<file path="config.mk">
export PLATFORM = sky130hd
export DESIGN_NAME = pic_prog_if
export DESIGN_NICKNAME = d
export VERILOG_FILES = /design/src/rtl/pic_prog_pkg.sv /design/src/rtl/pic_wr_decode.sv /design/src/rtl/pic_init_seq.sv /design/src/rtl/pic_rd_mux.sv /design/src/rtl/pic_prog_if.sv
export SDC_FILE = /design/constraint.sdc
export NUM_CORES = 1
export LEC_CHECK = 0
export BUFFER_PORTS_ARGS = -buffer_cell sky130_fd_sc_hd__buf_2
export CAP_MARGIN = 40
export CORE_ASPECT_RATIO = 1.25
export CORE_MARGIN = 1.5
export CORE_UTILIZATION = 40
export CTS_CLUSTER_SIZE = 14
export DETAILED_ROUTE_END_ITERATION = 12
export PLACE_DENSITY = 0.72
export SLEW_MARGIN = 20
export SYNTH_ARGS = -nofsm -noshare
export SYNTH_HDL_FRONTEND = slang
export SYNTH_HIERARCHICAL = 1
export SYNTH_SLANG_ARGS = --single-unit
</file>
<file path="constraint.sdc">
create_clock -name clk -period 3.9 [get_ports clk]
set_input_delay 0.39 -clock clk [delete_from_list [all_inputs] [get_ports clk]]
set_output_delay 0.39 -clock clk [all_outputs]
set_load 0.005 [all_outputs]
</file>
<file path="src/rtl/pic_prog_pkg.sv">
package pic_prog_pkg;
    localparam int LINES = 8;
    localparam int LW    = $clog2(LINES);
    localparam int DW    = 8;
    localparam int BW    = DW - LW;

    // control-word bit positions (decoded by neighbours and host software)
    localparam int B_INIT  = 4;
    localparam int B_CTL   = 3;
    localparam int B_POLL  = 2;
    localparam int B_RSEN  = 1;
    localparam int B_RSV   = 0;
    localparam int B_SMEN  = 6;
    localparam int B_SMV   = 5;
    localparam int B_NEED4 = 0;
    localparam int B_NEST  = 4;
    localparam int B_AEND  = 1;

    typedef enum logic [1:0] {
        SQ_IDLE = 2'd0,
        SQ_BASE = 2'd1,
        SQ_W3   = 2'd2,
        SQ_W4   = 2'd3
    } seq_e;

    typedef struct packed {
        logic init;
        logic ctl;
        logic prio;
        logic port1;
    } wdec_t;

    typedef struct packed {
        logic nested;
        logic auto_end;
        logic smask;
        logic rdsel;
        logic poll;
    } mode_t;

    function automatic logic [DW-1:0] spurious_line();
        return DW'(LINES - 1);
    endfunction
endpackage

</file>
<file path="src/rtl/pic_wr_decode.sv">
module pic_wr_decode
    import pic_prog_pkg::*;
(
    input  logic          wr_i,
    input  logic          addr_i,
    input  logic [DW-1:0] wdata_i,
    output wdec_t         dec_o
);
    always_comb begin
        dec_o       = '0;
        if (wr_i) begin
            if (addr_i) begin
                dec_o.port1 = 1'b1;
            end else if (wdata_i[B_INIT]) begin
                dec_o.init  = 1'b1;
            end else if (wdata_i[B_CTL]) begin
                dec_o.ctl   = 1'b1;
            end else begin
                dec_o.prio  = 1'b1;
            end
        end
    end
endmodule

</file>
<file path="src/rtl/pic_init_seq.sv">
module pic_init_seq
    import pic_prog_pkg::*;
(
    input  logic          clk,
    input  logic          rst,
    input  wdec_t         dec_i,
    input  logic [DW-1:0] wdata_i,
    input  logic          rd_i,
    output logic [DW-1:0] mask_o,
    output logic [BW-1:0] base_o,
    output mode_t         mode_o,
    output logic          idle_o
);
    seq_e seq_q;
    logic need4_q;

    assign idle_o = (seq_q == SQ_IDLE);

    always_ff @(posedge clk) begin
        if (rst || dec_i.init) begin
            mask_o  <= '0;
            base_o  <= '0;
            mode_o  <= '0;
            need4_q <= rst ? 1'b0 : wdata_i[B_NEED4];
            seq_q   <= rst ? SQ_IDLE : SQ_BASE;
        end else begin
            if (rd_i && mode_o.poll)
                mode_o.poll <= 1'b0;
            if (dec_i.ctl) begin
                if (wdata_i[B_POLL])
                    mode_o.poll <= 1'b1;
                if (wdata_i[B_RSEN])
                    mode_o.rdsel <= wdata_i[B_RSV];
                if (wdata_i[B_SMEN])
                    mode_o.smask <= wdata_i[B_SMV];
            end
            if (dec_i.port1) begin
                unique case (seq_q)
                    SQ_IDLE: mask_o <= wdata_i;
                    SQ_BASE: begin
                        base_o <= wdata_i[DW-1:LW];
                        seq_q  <= SQ_W3;
                    end
                    SQ_W3: seq_q <= need4_q ? SQ_W4 : SQ_IDLE;
                    SQ_W4: begin
                        mode_o.nested   <= wdata_i[B_NEST];
                        mode_o.auto_end <= wdata_i[B_AEND];
                        seq_q           <= SQ_IDLE;
                    end
                endcase
            end
        end
    end
endmodule

</file>
<file path="src/rtl/pic_rd_mux.sv">
module pic_rd_mux
    import pic_prog_pkg::*;
(
    input  logic          rd_i,
    input  logic          addr_i,
    input  mode_t         mode_i,
    input  logic [DW-1:0] mask_i,
    input  logic [DW-1:0] pend_i,
    input  logic [DW-1:0] insvc_i,
    input  logic          top_valid_i,
    input  logic [LW-1:0] top_line_i,
    output logic [DW-1:0] rdata_o,
    output logic          poll_ack_o,
    output logic [LW-1:0] poll_line_o
);
    always_comb begin
        if (mode_i.poll)
            rdata_o = top_valid_i ? DW'(top_line_i) : spurious_line();
        else if (addr_i)
            rdata_o = mask_i;
        else
            rdata_o = mode_i.rdsel ? insvc_i : pend_i;
    end

    assign poll_ack_o  = rd_i && mode_i.poll && top_valid_i;
    assign poll_line_o = top_line_i;
endmodule

</file>
<file path="src/rtl/pic_prog_if.sv">
module pic_prog_if
    import pic_prog_pkg::*;
(
    input  logic          clk,
    input  logic          rst,
    input  logic          addr_i,
    input  logic          wr_i,
    input  logic          rd_i,
    input  logic [DW-1:0] wdata_i,
    output logic [DW-1:0] rdata_o,
    input  logic [DW-1:0] pend_i,
    input  logic [DW-1:0] insvc_i,
    input  logic          top_valid_i,
    input  logic [LW-1:0] top_line_i,
    input  logic          req_i,
    input  logic [LW-1:0] ack_line_i,
    output logic          int_o,
    output logic [DW-1:0] vector_o,
    output logic [DW-1:0] mask_o,
    output logic          nested_o,
    output logic          auto_end_o,
    output logic          smask_o,
    output logic          rdsel_o,
    output logic          poll_o,
    output logic          clear_o,
    output logic          cmd_valid_o,
    output logic [2:0]    cmd_code_o,
    output logic [2:0]    cmd_level_o,
    output logic          poll_ack_o,
    output logic [LW-1:0] poll_line_o
);
    wdec_t         dec;
    mode_t         mode;
    logic [BW-1:0] base;
    logic          seq_idle;

    pic_wr_decode u_dec (
        .wr_i    (wr_i),
        .addr_i  (addr_i),
        .wdata_i (wdata_i),
        .dec_o   (dec)
    );

    pic_init_seq u_seq (
        .clk     (clk),
        .rst     (rst),
        .dec_i   (dec),
        .wdata_i (wdata_i),
        .rd_i    (rd_i),
        .mask_o  (mask_o),
        .base_o  (base),
        .mode_o  (mode),
        .idle_o  (seq_idle)
    );

    pic_rd_mux u_rd (
        .rd_i        (rd_i),
        .addr_i      (addr_i),
        .mode_i      (mode),
        .mask_i      (mask_o),
        .pend_i      (pend_i),
        .insvc_i     (insvc_i),
        .top_valid_i (top_valid_i),
        .top_line_i  (top_line_i),
        .rdata_o     (rdata_o),
        .poll_ack_o  (poll_ack_o),
        .poll_line_o (poll_line_o)
    );

    assign int_o       = req_i && seq_idle && !dec.init;
    assign clear_o     = dec.init;
    assign cmd_valid_o = dec.prio;
    assign cmd_code_o  = wdata_i[7:5];
    assign cmd_level_o = wdata_i[2:0];
    assign vector_o    = {base, ack_line_i};
    assign nested_o    = mode.nested;
    assign auto_end_o  = mode.auto_end;
    assign smask_o     = mode.smask;
    assign rdsel_o     = mode.rdsel;
    assign poll_o      = mode.poll;
endmodule

</file>
==> results of run 1 <==
## critical path: stages, from the launching register on
cell and delay (ns):
edfxtp_1 0.42, inv_1 0.11, ha_1 0.51, and3b_1 0.23
buf_2 0.11
## routing by layer
| metal | GRT usage, % | routed length (um) | up-vias |
|---|---|---|---|
| li1 | - | - | 621 |
| met1 | 18.8 | 1360 | 515 |
| met2 | 27.1 | 1360 | 59 |
| met3 | 2.80 | 216 | 5 |
| met4 | 5.49 | 39 | 0 |
| met5 | 0 | 0 | - |
## logic make-up (layout without fill, tap and decap cells)
logic type / count (synthesis) / in the layout / synth area share (%)
and+or+nand+nor: 43 / 43 / 19.4
DFF: 21 / 21 / 32.5
buffers and inverters: 25 / 80 / 13.6
adders and majority gates: 4 / 4 / 3.61
muxes: 8 / 8 / 5.78
AOI/OAI and AO/OA: 46 / 46 / 25.0
## worst paths after layout
| path | slack, ns | depth (start not counted) | end |
|---|---|---|---|
| worst max register to register | 2.42 | 4 | u_seq/mask_o[7] |
| worst max-delay path | 1.88 | 4 | int_o |
| worst min-delay path | 0.40 | 3 | u_seq/base_o[4] |
| worst min register to register | 0.57 | 2 | u_seq/base_o[2] |
## cell usage in the layout (no fill, tap or decap), drive strengths merged
cell type,instances
nand2b,2
buf,73
and3b,5
a21oi,20
and2,1
dfxtp,18
a21bo,17
and3,1
nor2b,6
nand2,2
inv,3
mux2i,8
nand3,17
o21ai,1
nor2,2
clkinv,1
a211oi,8
ha,4
clkbuf,3
and4bb,1
nor3b,3
nor4b,1
edfxtp,3
or2,2
## registers in the layout, indices dropped and copies added, names as in the netlist
signal,count
u_seq/mask_o,8
u_seq/seq_q,2
u_seq/mode_o,5
u_seq/need4_q,1
u_seq/base_o,5
## final cells by class
type / instances / share of cell area [%]
Timing Repair Buffer: 73 / 22.4
Sequential cell: 21 / 26.9
Clock inverter: 1 / 0.299
Clock buffer: 3 / 2.46
Inverter: 3 / 0.672
Tap cell: 37 / 2.76
Multi-Input combinational cell: 101 / 44.5
## power groups by stage
stage | clock [mW] | combinational (mW) | sequential [mW]
after floorplan | 0 | 0.0776 | 0.238
after global placement | 0 | 0.103 | 0.240
after detailed placement | 0 | 0.106 | 0.240
after CTS | 0.143 | 0.107 | 0.235
after global routing | 0.150 | 0.119 | 0.236
final | 0.140 | 0.106 | 0.235
## through the flow
stage                     util (%)  power (mW)  std cells  area [um2]  setup WS [ns]
after global routing          51.5       0.505        239        1680           1.75
after global placement        49.6       0.343        234        1610           1.88
after detailed placement      50.1       0.346        235        1630           1.90
after CTS                     51.5       0.484        239        1680           1.87
final                         51.5       0.480        239        1680           1.88
after floorplan                  -       0.316        147        1390           2.62
==> summary.txt, run 1 <==
max_cap viols: 0
Via density: 5.02
largest area contributor in the netlist: dfxtp_1
share of cells above drive strength 1: 48.5%
min-delay src: wdata_i[7]
Starting Density: 42.6%
crit-path max FO: 17
Netlist Area Pre-Place: 1390 um2
min cycle time layout: 2.02 ns
total area of sequential cells: 450 um2
global-route wire length before repair: 4700 um
CORE AREA: 3250 um2
Synth Instances: 147
Internal: 350 uW
Sw Ratio: 27.2%
initial antenna violation count: 0
die area: 3830 um2
Horiz. Die Dim: 55.6 um
post-synth top area share: 26.0%
CP startpoint: u_seq/seq_q[0]
Pre-Repair DR Iteration Count: 4
final hold slack: 0.398 ns
most used standard cell by instance count after synthesis: dfxtp_1
PortBufs: 72
outcome: complete, no violations
post-CTS resize count: 0
Worst Setup Start Kind: flop
CP arrival: 1.63 ns
worst skew pair latency: 0.26 ns
Post-Syn Nets: 188
total CTS buffers: 3
diodes inserted: 0
Setup-failing EPs final: 0
# rows: 23
count of state elements after synthesis: 21
Max Freq: 495 MHz
Multi-input gate area: 746 um2
ANT nets after route: 0
endpoints failing hold: 0
clock sinks: 21
DRT iter0 DRCs: 28
Final Slew Violations: 0
PwrDens: 287 nW/um2
DR DRC count: 0
Clock Path Buffers: 2
Commonest cells post-synth: 18 x dfxtp_1, 17 x a21oi_1, 17 x nand3_1
Least-Margin Pin Slew: 0.754 ns
setup TNS: 0 ns
ys async rst share: 0%
Die Height: 68.8 um
post-synthesis sequential area ratio: 32.5%
combinational power share: 22.0%
total number of vias: 1200
worst rel slew slack: 49.7%
Synth cell types: 28
nets@finish: 244
Detailed Route WL: 2970 um
fin crit share: 51.8%
boundary pin count: 79
number of flops mapped to enable cells by yosys: 3
postcts setup bufs: 0
CP Data Required Time: 3.51 ns
CTS tree: built
CTS root buf: clkbuf_8
Post-CTS Hold Buffers: 0
Worst Skew: 0.00303 ns
endpoint class of the critical path: output pin
fillers: 344
Area contributors post-synth: dfxtp_1 26%, a21bo_2 11%, buf_4 7.0%, edfxtp_1 6.5%, a21oi_1 6.1%
LEAKAGE: 0.786 nW
Hold/Removal Path Class: primary input to flop
Post-Syn Area per Cell: 9.42 um2
routed len/inst: 12.4 um
largest net degree at the start of global routing: 27
WS Path Type: flop to output pin
detailed placer's ending HPWL: 2330 um
GRT Util Overall: 15.3%
area grow syn2layout: 21.0%
dominant synthesized flop cell: dfxtp_1
Clock Power Share: 29.1%
switching power total: 130 uW
H-tree Lvls: 1
Peak VDD IR: 0.222 mV
sequential power share: 48.9%
RSZ-0062 raised after global routing: no
YS warnings: 6
RePlAce Congestion: 0.738
grt ovf: 0
worst r2r src: u_seq/seq_q[0]
clk slew on worst S/H paths: 0.08 ns
vias in the first global route: 1113
(Power assumes the default switching activity.)
==> run 2: changes to the inputs <==
clock period = 2 ns   (was 3.9 ns; I/O delays follow)
==> run 2 against run 1 <==
  * Clock power rose by 96%
  * Die area unchanged
  * Critical path depth unchanged
  * Global-route usage increased by 0.36 points
  * Final cell count rose by 0.84%
  * Setup slack got worse by 1.7 ns
  * Clock skew decreased by 0.00060 ns
  * Via count rose by 1.4%
  * Sequential share of layout area fell by 0.10 points
  * Core utilization up 0.19 points
  * Register-to-register slack got worse by 1.8 ns
  * First-iteration DRC count is 93% higher
  * Critical path type unchanged
  * Critical endpoint unchanged
  * Largest cell class unchanged
  * Largest power group unchanged
==> summary.txt, run 2 (synthesis gave the netlist of run 1 again) <==
CP arrival: 1.59 ns (was 1.63 ns)
LEAKAGE: 0.791 nW (was 0.786 nW)
GRT Util Overall: 15.7% (was 15.3%)
fillers: 349 (was 344)
Internal: 687 uW (was 350 uW)
grt ovf: 0 (unchanged)
nets@finish: 246 (was 244)
Hold/Removal Path Class: primary input to flop (unchanged)
area grow syn2layout: 21.4% (was 21.0%)
Crit path max-delay family: adder cells (unchanged)
RSZ-0062 raised after global routing: no (unchanged)
Largest register FFs: 8 (unchanged)
Largest regs: u_seq/mask_o: 8 flops, u_seq/base_o: 5 flops, u_seq/mode_o: 5 flops (unchanged)
fin crit share: 89.6%
total CTS buffers: 3 (unchanged)
global-route wire length before repair: 4820 um (was 4700 um)
vias in the first global route: 1160 (was 1113)
PwrDens: 560 nW/um2 (was 287 nW/um2)
initial antenna violation count: 0 (unchanged)
DRT iter0 DRCs: 54 (was 28)
clk slew on worst S/H paths: 0.07 ns (was 0.08 ns)
CTS tree: built (unchanged)
post-layout util: 51.7% (was 51.5%)
Final Slew Violations: 0 (unchanged)
worst rel slew slack: 66.2% (was 49.7%)
min cycle time layout: 1.79 ns
endpoint class of the critical path: output pin (unchanged)
Detailed Route WL: 3010 um (was 2970 um)
setup TNS: 0 ns (unchanged)
boundary pin count: 79 (unchanged)
PortBufs: 72 (unchanged)
post-CTS resize count: 0 (unchanged)
detailed placer's ending HPWL: 2400 um (was 2330 um)
Setup-failing EPs final: 0 (unchanged)
Worst Skew: 0.00243 ns (was 0.00303 ns)
WS Path Type: flop to output pin (unchanged)
Via density: 5.05 (was 5.02)
CTS root buf: clkbuf_8 (unchanged)
largest net degree at the start of global routing: 18 (was 27)
CP Cell Sequence: inv_1, ha_1, and3b_1, buf_2 (unchanged)
Horiz. Die Dim: 55.6 um (unchanged)
Clock Power Share: 29.1% (about the same)
CORE AREA: 3250 um2 (unchanged)
Peak VDD IR: 0.387 mV (was 0.222 mV)
Worst Setup Start Kind: flop (unchanged)
crit path buf inv count: 2 (unchanged)
max_cap viols: 0 (unchanged)
most frequent cells in the layout: 72 x buf_2, 18 x dfxtp_1, 17 x a21oi_1, 17 x nand3_1, 15 x a21bo_2 (unchanged)
RePlAce Congestion: 0.724 (was 0.738)
total area of sequential cells: 450 um2 (unchanged)
Max Freq: 558 MHz
outcome: complete, no violations (unchanged)
clock sinks: 21 (unchanged)
diodes inserted: 0 (unchanged)
total power: 941 uW (was 480 uW)
H-tree Lvls: 1 (unchanged)
combinational power share: 22.3% (was 22.0%)
crit-path max FO: 17 (unchanged)
share of cells above drive strength 1: 48.5% (about the same)
Sw Ratio: 27.0% (was 27.2%)
Least-Margin Pin Slew: 0.507 ns (was 0.754 ns)
CP max-delay cell: ha_1 (unchanged)
routed len/inst: 12.5 um (was 12.4 um)
Die Height: 68.8 um (unchanged)
switching power total: 254 uW (was 130 uW)
Pre-Repair DR Iteration Count: 4 (unchanged)
Starting Density: 42.6% (unchanged)
sequential power share: 48.6% (was 48.9%)
Post-CTS Hold Buffers: 0 (unchanged)
# rows: 23 (unchanged)
slowest stage delay, CP: 0.48 ns (was 0.51 ns)
CP Data Required Time: 1.80 ns (was 3.51 ns)
ANT nets after route: 0 (unchanged)
postcts setup bufs: 0 (unchanged)
Multi-input gate area: 746 um2 (unchanged)
worst skew pair latency: 0.26 ns (about the same)
Top reg by flops: u_seq/mask_o (unchanged)
Clock Path Buffers: 2 (unchanged)
endpoints failing hold: 0 (unchanged)
total number of vias: 1217 (was 1200)
most common cell after layout, fill and taps aside: buf_2 (unchanged)
die area: 3830 um2 (unchanged)
DR DRC count: 0 (unchanged)
==> run 2: changes by cell type in the layout (fill, tap and decap cells not counted), sizes merged <==
cell and change:
buf +2, clkinv -1, clkbuf +1
==> run 2: final timing paths <==
path | start | end | slack [ns] | cells after the start
min | wdata_i[7] | u_seq/base_o[4] | 0.20 | 3
max | u_seq/seq_q[1] | int_o | 0.21 | 4
max reg2reg | u_seq/seq_q[1] | u_seq/mask_o[5] | 0.59 | 4
min reg2reg | u_seq/mode_o[3] | u_seq/mode_o[3] | 0.57 | 2
==> run 2: power groups by stage <==
stage | clock, mW | sequential [mW] | combinational [mW]
floorplan | 0 | 0.465 | 0.151
global placement | 0 | 0.466 | 0.208
detailed placement | 0 | 0.467 | 0.211
CTS | 0.286 | 0.457 | 0.211
global route | 0.298 | 0.460 | 0.233
finish | 0.274 | 0.457 | 0.210
==> run 2: stage by stage <==
stage | setup slack [ns] | std cells | hold WS [ns] | instance area [um2]
floorplan | 0.772 | 147 | 0.338 | 1390
global placement | 0.498 | 237 | 0.400 | 1640
detailed placement | 0.468 | 237 | 0.400 | 1640
CTS | 0.182 | 241 | 0.202 | 1680
global route | 0.0681 | 241 | 0.216 | 1680
finish | 0.209 | 241 | 0.204 | 1680
==> run 2: layout make-up <==
class / instances / share of cell area (%)
Clock buffer: 4 / 2.68
Inverter: 3 / 0.670
Multi-Input combinational cell: 101 / 44.3
Sequential cell: 21 / 26.8
Tap cell: 37 / 2.75
Timing Repair Buffer: 75 / 22.8
==> run 2: metal layers <==
layer  global-route usage [%]  wire length, um  vias up
li1                         -                -      627
met1                     18.6             1340      528
met2                     28.9             1440       58
met3                     2.24              190        4
met4                     6.10               44        0
met5                        0                0        -
==> run 2: worst reg2reg max path: stages (launching register included) <==
cell and delay [ns]:
edfxtp_1 0.42, inv_1 0.11, ha_1 0.48, a21bo_2 0.21, a21oi_1 0.08
